--- src/rtl/nand_ecc_pkg.sv ---
package nand_ecc_pkg;
  localparam int ECC_DATA_W        = 16;
  localparam int ECC_MIN_PAGE_LOG2 = 9;
  localparam int ECC_PSEL_W        = 2;
  localparam int ECC_ADDR_W        = ECC_MIN_PAGE_LOG2 + (1 << ECC_PSEL_W) - 1;
  localparam int ECC_BIT_W         = $clog2(ECC_DATA_W);
  localparam int ECC_CODE_W        = 2 * ECC_ADDR_W + 2 * ECC_BIT_W + 1;
endpackage

--- src/rtl/nand_ecc_wordcnt.sv ---
module nand_ecc_wordcnt #(
  parameter int ADDR_W   = 12,
  parameter int PSEL_W   = 2,
  parameter int MIN_LOG2 = 9
) (
  input  logic              clk,
  input  logic              rst_n,
  input  logic              start,
  input  logic              beat,
  input  logic              wide,
  input  logic [PSEL_W-1:0] psel,
  output logic [ADDR_W-1:0] idx,
  output logic              done
);
  logic [ADDR_W-1:0] cnt;
  logic [ADDR_W:0]   words;
  logic [ADDR_W-1:0] last_idx;
  logic              last;

  always_comb begin
    words = (ADDR_W+1)'(1) << (MIN_LOG2 + int'(psel));
    if (wide) words = words >> 1;
    last_idx = ADDR_W'(words - 1'b1);
    idx      = start ? '0 : cnt;
    last     = beat && (idx == last_idx);
  end

  always_ff @(posedge clk or negedge rst_n) begin
    if (!rst_n) begin
      cnt  <= '0;
      done <= 1'b0;
    end else begin
      if (beat)       cnt <= idx + 1'b1;
      else if (start) cnt <= '0;
      if (last)       done <= 1'b1;
      else if (start) done <= 1'b0;
    end
  end
endmodule

--- src/rtl/nand_ecc_accum.sv ---
module nand_ecc_accum #(
  parameter int DATA_W = 16,
  parameter int ADDR_W = 12,
  localparam int BIT_W  = $clog2(DATA_W),
  localparam int HALF   = DATA_W / 2,
  localparam int CODE_W = 2 * ADDR_W + 2 * BIT_W + 1
) (
  input  logic              clk,
  input  logic              rst_n,
  input  logic              clr,
  input  logic              upd,
  input  logic              wide,
  input  logic [ADDR_W-1:0] idx,
  input  logic [DATA_W-1:0] data,
  output logic [CODE_W-1:0] code
);
  localparam logic [DATA_W-1:0] LO_MASK = {{(DATA_W-HALF){1'b0}}, {HALF{1'b1}}};

  logic [DATA_W-1:0] dm;
  logic              wpar;
  logic [ADDR_W-1:0] row_o, row_e;
  logic [BIT_W-1:0]  col_o, col_e;
  logic [CODE_W-1:0] delta;

  always_comb begin
    dm    = wide ? data : (data & LO_MASK);
    wpar  = ^dm;
    col_o = '0;
    col_e = '0;
    for (int k = 0; k < ADDR_W; k++) begin
      row_o[k] = idx[k] & wpar;
      row_e[k] = ~idx[k] & wpar;
    end
    for (int i = 0; i < DATA_W; i++) begin
      for (int j = 0; j < BIT_W; j++) begin
        if (((i >> j) & 1) == 1) col_o[j] = col_o[j] ^ dm[i];
        else                     col_e[j] = col_e[j] ^ dm[i];
      end
    end
    delta = {wpar, col_e, col_o, row_e, row_o};
  end

  always_ff @(posedge clk or negedge rst_n) begin
    if (!rst_n)   code <= '0;
    else if (upd) code <= (clr ? '0 : code) ^ delta;
    else if (clr) code <= '0;
  end
endmodule

--- src/rtl/nand_ecc_decode.sv ---
module nand_ecc_decode #(
  parameter int ADDR_W = 12,
  parameter int BIT_W  = 4,
  localparam int CODE_W = 2 * ADDR_W + 2 * BIT_W + 1
) (
  input  logic [CODE_W-1:0] code,
  input  logic [CODE_W-1:0] stored,
  input  logic              active,
  output logic              err,
  output logic              corr,
  output logic              ecc_only,
  output logic [ADDR_W-1:0] word,
  output logic [BIT_W-1:0]  bitpos
);
  logic [CODE_W-1:0] syn;
  logic [ADDR_W-1:0] row_o, row_e;
  logic [BIT_W-1:0]  col_o, col_e;
  logic              ovr, pairs_ok, one_bit;

  always_comb begin
    syn      = code ^ stored;
    row_o    = syn[ADDR_W-1:0];
    row_e    = syn[2*ADDR_W-1:ADDR_W];
    col_o    = syn[2*ADDR_W+BIT_W-1:2*ADDR_W];
    col_e    = syn[2*ADDR_W+2*BIT_W-1:2*ADDR_W+BIT_W];
    ovr      = syn[CODE_W-1];
    pairs_ok = (&(row_o ^ row_e)) & (&(col_o ^ col_e)) & ovr;
    one_bit  = ($countones(syn) == 1);
    err      = active & (|syn);
    corr     = active & (pairs_ok | one_bit);
    ecc_only = active & one_bit;
    word     = (active & pairs_ok) ? row_o : '0;
    bitpos   = (active & pairs_ok) ? col_o : '0;
  end
endmodule

--- src/rtl/nand_ecc_engine.sv ---
module nand_ecc_engine import nand_ecc_pkg::*; #(
  parameter int DATA_W   = ECC_DATA_W,
  parameter int MIN_LOG2 = ECC_MIN_PAGE_LOG2,
  parameter int PSEL_W   = ECC_PSEL_W,
  localparam int ADDR_W  = MIN_LOG2 + (1 << PSEL_W) - 1,
  localparam int BIT_W   = $clog2(DATA_W),
  localparam int CODE_W  = 2 * ADDR_W + 2 * BIT_W + 1
) (
  input  logic              clk,
  input  logic              rst_n,
  input  logic              page_start,
  input  logic              rd_mode,
  input  logic              bus16,
  input  logic [PSEL_W-1:0] page_sel,
  input  logic              nand_cs,
  input  logic              in_valid,
  output logic              in_ready,
  input  logic [DATA_W-1:0] in_data,
  input  logic [CODE_W-1:0] stored_ecc,
  output logic [CODE_W-1:0] code_out,
  output logic              rpt_valid,
  output logic              err_flag,
  output logic              corr_flag,
  output logic              ecc_flag,
  output logic [ADDR_W-1:0] err_word,
  output logic [BIT_W-1:0]  err_bit
);
  logic              done;
  logic              beat;
  logic [ADDR_W-1:0] widx;

  assign in_ready  = ~done | page_start;
  assign beat      = in_valid & in_ready & nand_cs;
  assign rpt_valid = done;

  nand_ecc_wordcnt #(.ADDR_W(ADDR_W), .PSEL_W(PSEL_W), .MIN_LOG2(MIN_LOG2)) u_cnt (
    .clk(clk), .rst_n(rst_n), .start(page_start), .beat(beat),
    .wide(bus16), .psel(page_sel), .idx(widx), .done(done)
  );

  nand_ecc_accum #(.DATA_W(DATA_W), .ADDR_W(ADDR_W)) u_acc (
    .clk(clk), .rst_n(rst_n), .clr(page_start), .upd(beat),
    .wide(bus16), .idx(widx), .data(in_data), .code(code_out)
  );

  nand_ecc_decode #(.ADDR_W(ADDR_W), .BIT_W(BIT_W)) u_dec (
    .code(code_out), .stored(stored_ecc), .active(done & rd_mode),
    .err(err_flag), .corr(corr_flag), .ecc_only(ecc_flag),
    .word(err_word), .bitpos(err_bit)
  );
endmodule

--- config.mk ---
export PLATFORM = sky130hd
export DESIGN_NAME = nand_ecc_engine
export DESIGN_NICKNAME = d
export VERILOG_FILES = /design/src/rtl/nand_ecc_pkg.sv /design/src/rtl/nand_ecc_wordcnt.sv /design/src/rtl/nand_ecc_accum.sv /design/src/rtl/nand_ecc_decode.sv /design/src/rtl/nand_ecc_engine.sv
export SDC_FILE = /design/constraint.sdc
export NUM_CORES = 1
export LEC_CHECK = 0
export BUFFER_PORTS_ARGS = -buffer_cell sky130_fd_sc_hd__buf_2
export CORE_MARGIN = 2
export CORE_UTILIZATION = 57
export CTS_BUF_LIST = sky130_fd_sc_hd__clkbuf_8
export CTS_CLUSTER_DIAMETER = 100
export DETAILED_ROUTE_END_ITERATION = 8
export PLACE_DENSITY = 0.82
export SYNTH_ARGS = -nofsm -noshare
export SYNTH_HDL_FRONTEND = slang
export SYNTH_SLANG_ARGS = --single-unit
--- constraint.sdc ---
create_clock -name clk -period 5.8 [get_ports clk]
set_input_delay 0 -clock clk [delete_from_list [all_inputs] [get_ports clk]]
set_output_delay 0 -clock clk [all_outputs]
set_load 0.01 [all_outputs]
==> Flow_metrics.wiki <==
{| class="wikitable"
! Metric !! Value
|-
| Clock slew seen by the registers of the worst setup and hold paths || ~0.08 ns
|-
| HPWL reported at the end of detailed placement || between 9000 and 10000 microns
|-
| Number of global-route vias before repair || 4141
|-
| Slew at the pin with the worst max-slew slack || around 1.2 ns
|-
| Area of the multi-input gates || 3120 sq um
|-
| Warnings, synthesis || 0
|-
| Reg2reg start || u_cnt.done
|-
| Clock network fraction of design power || under 10%
|-
| Wire per inst || 16.2 microns
|-
| Worst path top cell family by delay || adder cells
|-
| Distinct cell type count after synthesis || 38
|-
| Number of synthesized flops with an enable pin || 0
|-
| Delay of the slowest cell on the worst path || 0.53 ns
|-
| Quantity of I/O buffers inserted on ports || 111
|-
| Routed via count divided by cell count || ~5.4
|-
| Post-synth top area cell || dfrtp_1
|-
| Leakage power summed over all cells || roughly 2.8 nW
|-
| Height of the chip || 94.9 microns
|-
| Setup crit end kind || output port
|-
| F_max || 182 MHz
|-
| Skew-Pair Late Insertion Delay || about 0.30 ns
|-
| Wire length of the first global-routing pass || 19300 microns
|-
| Depth of the CTS H-tree || 2
|-
| Category of the critical setup timing path || reg2out
|-
| Effective utilization at floorplan || 57.9%
|-
| Max-cap check violation count || 0
|-
| CP Launch Type || flop
|-
| Reported net switching power || 1.94 mW
|-
| Register bit total from synthesis || 46
|-
| Pin count of the biggest net entering global routing || 47
|-
| Maximum fanout along the worst path || 4
|-
| Worst path cell trace || xnor2_1, inv_1, ha_1, fa_1, inv_1, fa_1, fa_1, fa_1, fa_1, inv_1, ha_1, inv_1, fa_1, nor4b_1, o2111ai_1, nand2_1, buf_2
|-
| Reg2Reg Capture Point || u_acc.code[23]
|-
| Sequential fraction of design power || a little over a tenth
|-
| Worst clock skew on the final layout || 0.00991 ns
|-
| TritonCTS clock tree || done
|-
| WHS Path Cells || 4
|-
| Number of setup violations in the final report || 0
|-
| Critical path required time || 5.80 ns
|-
| Total routing resource utilization after global routing || 27.7%
|-
| Overall die area || ~9000 sq um
|-
| Setup repair after global routing missed its margin || no
|-
| Post-layout minimum cycle time || 5.49 ns
|-
| Top-level I/O count || 112
|-
| Count leader, synth || inv_1
|-
| Horiz. Die Dim || 94.9 microns
|-
| Post-synthesis to final-layout area growth || 16.3%
|-
| Max-slew headroom || between 10% and 20%
|-
| Max VDD drop || ~0.00069 V
|-
| Worst r2r path cells || 4
|-
| Root buf cell || clkbuf_8
|-
| FF+latch area || 1150 sq um
|-
| Area inside the core boundary || between 8000 and 9000 sq um
|-
| Most numerous cell on the critical path || fa_1
|-
| Worst hold start || page_sel[1]
|-
| Final critical-path share of the clock period || 94.6%
|-
| Pint || 2.00 mW
|-
| Count of placed standard cells in the final layout, fillers left out || 750
|-
| Antenna fix cells || 0
|-
| Top area cells in the synthesized netlist || dfrtp_1 24%, xnor2_1 17%, fa_1 11%, ha_1 11%, inv_1 7.6%
|-
| CP max-delay cell || fa_1
|-
| Number of nets in the layout || a little under 800
|-
| Clock net sink count || 46
|-
| Remaining antenna violation count after routing || 0
|-
| Row Count || 33
|-
| Sum Neg Setup Slack || 0 ns
|-
| Fraction of power consumed by combinational cells || 83.7%
|-
| Setup slack of the worst register-to-register path || between 3 and 4 ns
|-
| Layout cell share with drive strength beyond 1 || around 20%
|-
| Worst-case hold slack || 0.159 ns
|-
| Final routed DRC violation total || 0
|-
| Filler cell count in the final layout || ~650
|-
| Via Count || a little over 4000
|-
| Hold Path Class || in2reg
|-
| Total standard cell area after synthesis || 4710 sq um
|-
| Congestion Overflow GR || 0
|-
| Post-synth net total || 663
|-
| CTS Buf Count || 5
|-
| Fraction of the yosys area taken by sequential cells || 24.4%
|-
| Buffer levels on the longest clock path || 2
|-
| DRC marker count from the first detailed-route iteration || 238
|-
| Synthesized instance count || 537
|-
| Final wirelength || 12100 microns
|-
| Avg Synthesized Cell Area || 8.78 sq um
|-
| Count of buffering cells on the critical path with inverters included || 5
|-
| Ratio of total power to cell area || 720 nW/um^2
|-
| Fraction of power spent switching nets || 49.3%
|-
| Final number of max-transition violations || 0
|-
| Arr. time, crit path || 5.49 ns
|-
| Outcome || complete, no violations
|-
| Final RePlAce weighted congestion || 0.923
|-
| Post-synth top flop || dfrtp_1
|-
| Post-synth top area share || 24.4%
|-
| Proportion of register bits with asynchronous set or reset after synthesis || 100%
|-
| Cell count after placement || ~740
|-
| Hold endpoint || u_cnt.done
|-
| Number of antenna violations at the first check in global routing || 0
|-
| Top post-synthesis cells by count || 95 x inv_1, 91 x xnor2_1, 54 x nor2_1, 46 x dfrtp_1, 41 x ha_1
|-
| Final hold viol count || 0
|-
| Number of iterations in the first detailed-routing pass || 4
|}
registers in the layout (all words and copies together) (netlist names):
name,count
u_acc.code,33
u_cnt.done,1
u_cnt.cnt,12
routing by layer:
layer	part of all wire, %	vias to the layer above	GRT usage (%)
met5	0	-	0
met3	4.3	37	3.99
li1	-	1926	-
met2	53	108	48.9
met4	3.8	0	12.7
met1	39	1980	33.5
worst register-to-register path, delay by kind of cell (launching register included):
kind / cells / cell delay [ns]
AND/OR/NAND/NOR: 3 / 1.02
flip-flops: 1 / 0.43
AO/OA/AOI/OAI: 1 / 0.42
power by group through the flow:
stage,registers (mW),logic [mW],clock network (mW)
6_report,0.423,3.30,0.218
5_1_grt,0.428,3.71,0.232
4_1_cts,0.421,3.34,0.220
3_5_place_dp,0.427,3.30,0
3_3_place_gp,0.424,3.04,0
2_1_floorplan,0.432,2.51,0
cell type report:
cell class,count,share of cell area [%]
sequential,46,21.0
tap,105,2.40
multi-input combinational,376,56.8
clock inverter,1,0.160
clock buffer,7,1.76
inverter,96,6.57
timing repair buffer,119,11.3
cell usage in the layout (no fill, tap or decap), types with 3 or more instances in the layout:
cell	instances
nor2_1	54
o21ai_0	12
fa_1	27
nor3_1	6
nand2_1	25
clkbuf_8	7
buf_4	7
nand4_1	9
buf_2	111
o31ai_1	13
a21oi_1	13
and3_1	4
o311ai_0	10
or4_1	12
ha_1	41
dfrtp_1	46
nor2b_1	7
xor2_1	21
nand3_1	8
nor4_1	3
nand2b_1	3
xnor2_1	91
inv_1	95
worst max-delay path by stage:
stage              startpoint   endpoint  slack [ns]  cells past startpoint
2_1_floorplan  u_acc.code[24]  corr_flag        1.06                     16
3_3_place_gp   u_acc.code[24]  corr_flag        0.76                     17
3_5_place_dp   u_acc.code[24]  corr_flag        0.66                     17
4_1_cts        u_acc.code[24]  corr_flag        0.32                     17
5_1_grt        u_acc.code[24]  corr_flag        0.06                     18
6_report       u_acc.code[24]  corr_flag        0.31                     17
cell families after synthesis:
| group | share of synthesized area, % |
|---|---|
| AND/OR/NAND/NOR | 13.8 |
| buffers and inverters | 9.48 |
| XOR/XNOR | 21.3 |
| adder cells (fa/ha/maj) | 22.4 |
| AO/OA/AOI/OAI | 8.34 |
| flip-flops | 24.4 |
| other | 0.0796 |
| multiplexers | 0.212 |
metrics by stage:
stage	cell area, sq um	total power [mW]	utilization, %	setup WS (ns)
finish	5480	3.94	67.4	0.314
global route	5480	4.37	67.4	0.0630
CTS	5480	3.98	67.4	0.320
detailed placement	5370	3.73	66.0	0.658
floorplan	4710	2.94	-	1.06
global placement	5370	3.46	66.0	0.757
timing repair:
action,in CTS,in global routing
hold buffers,1,0
buffers inserted,0,0
resized for setup,0,0
setup endpoints to repair,0,0
hold endpoints to repair,46,0
(Power assumes the default switching activity.)
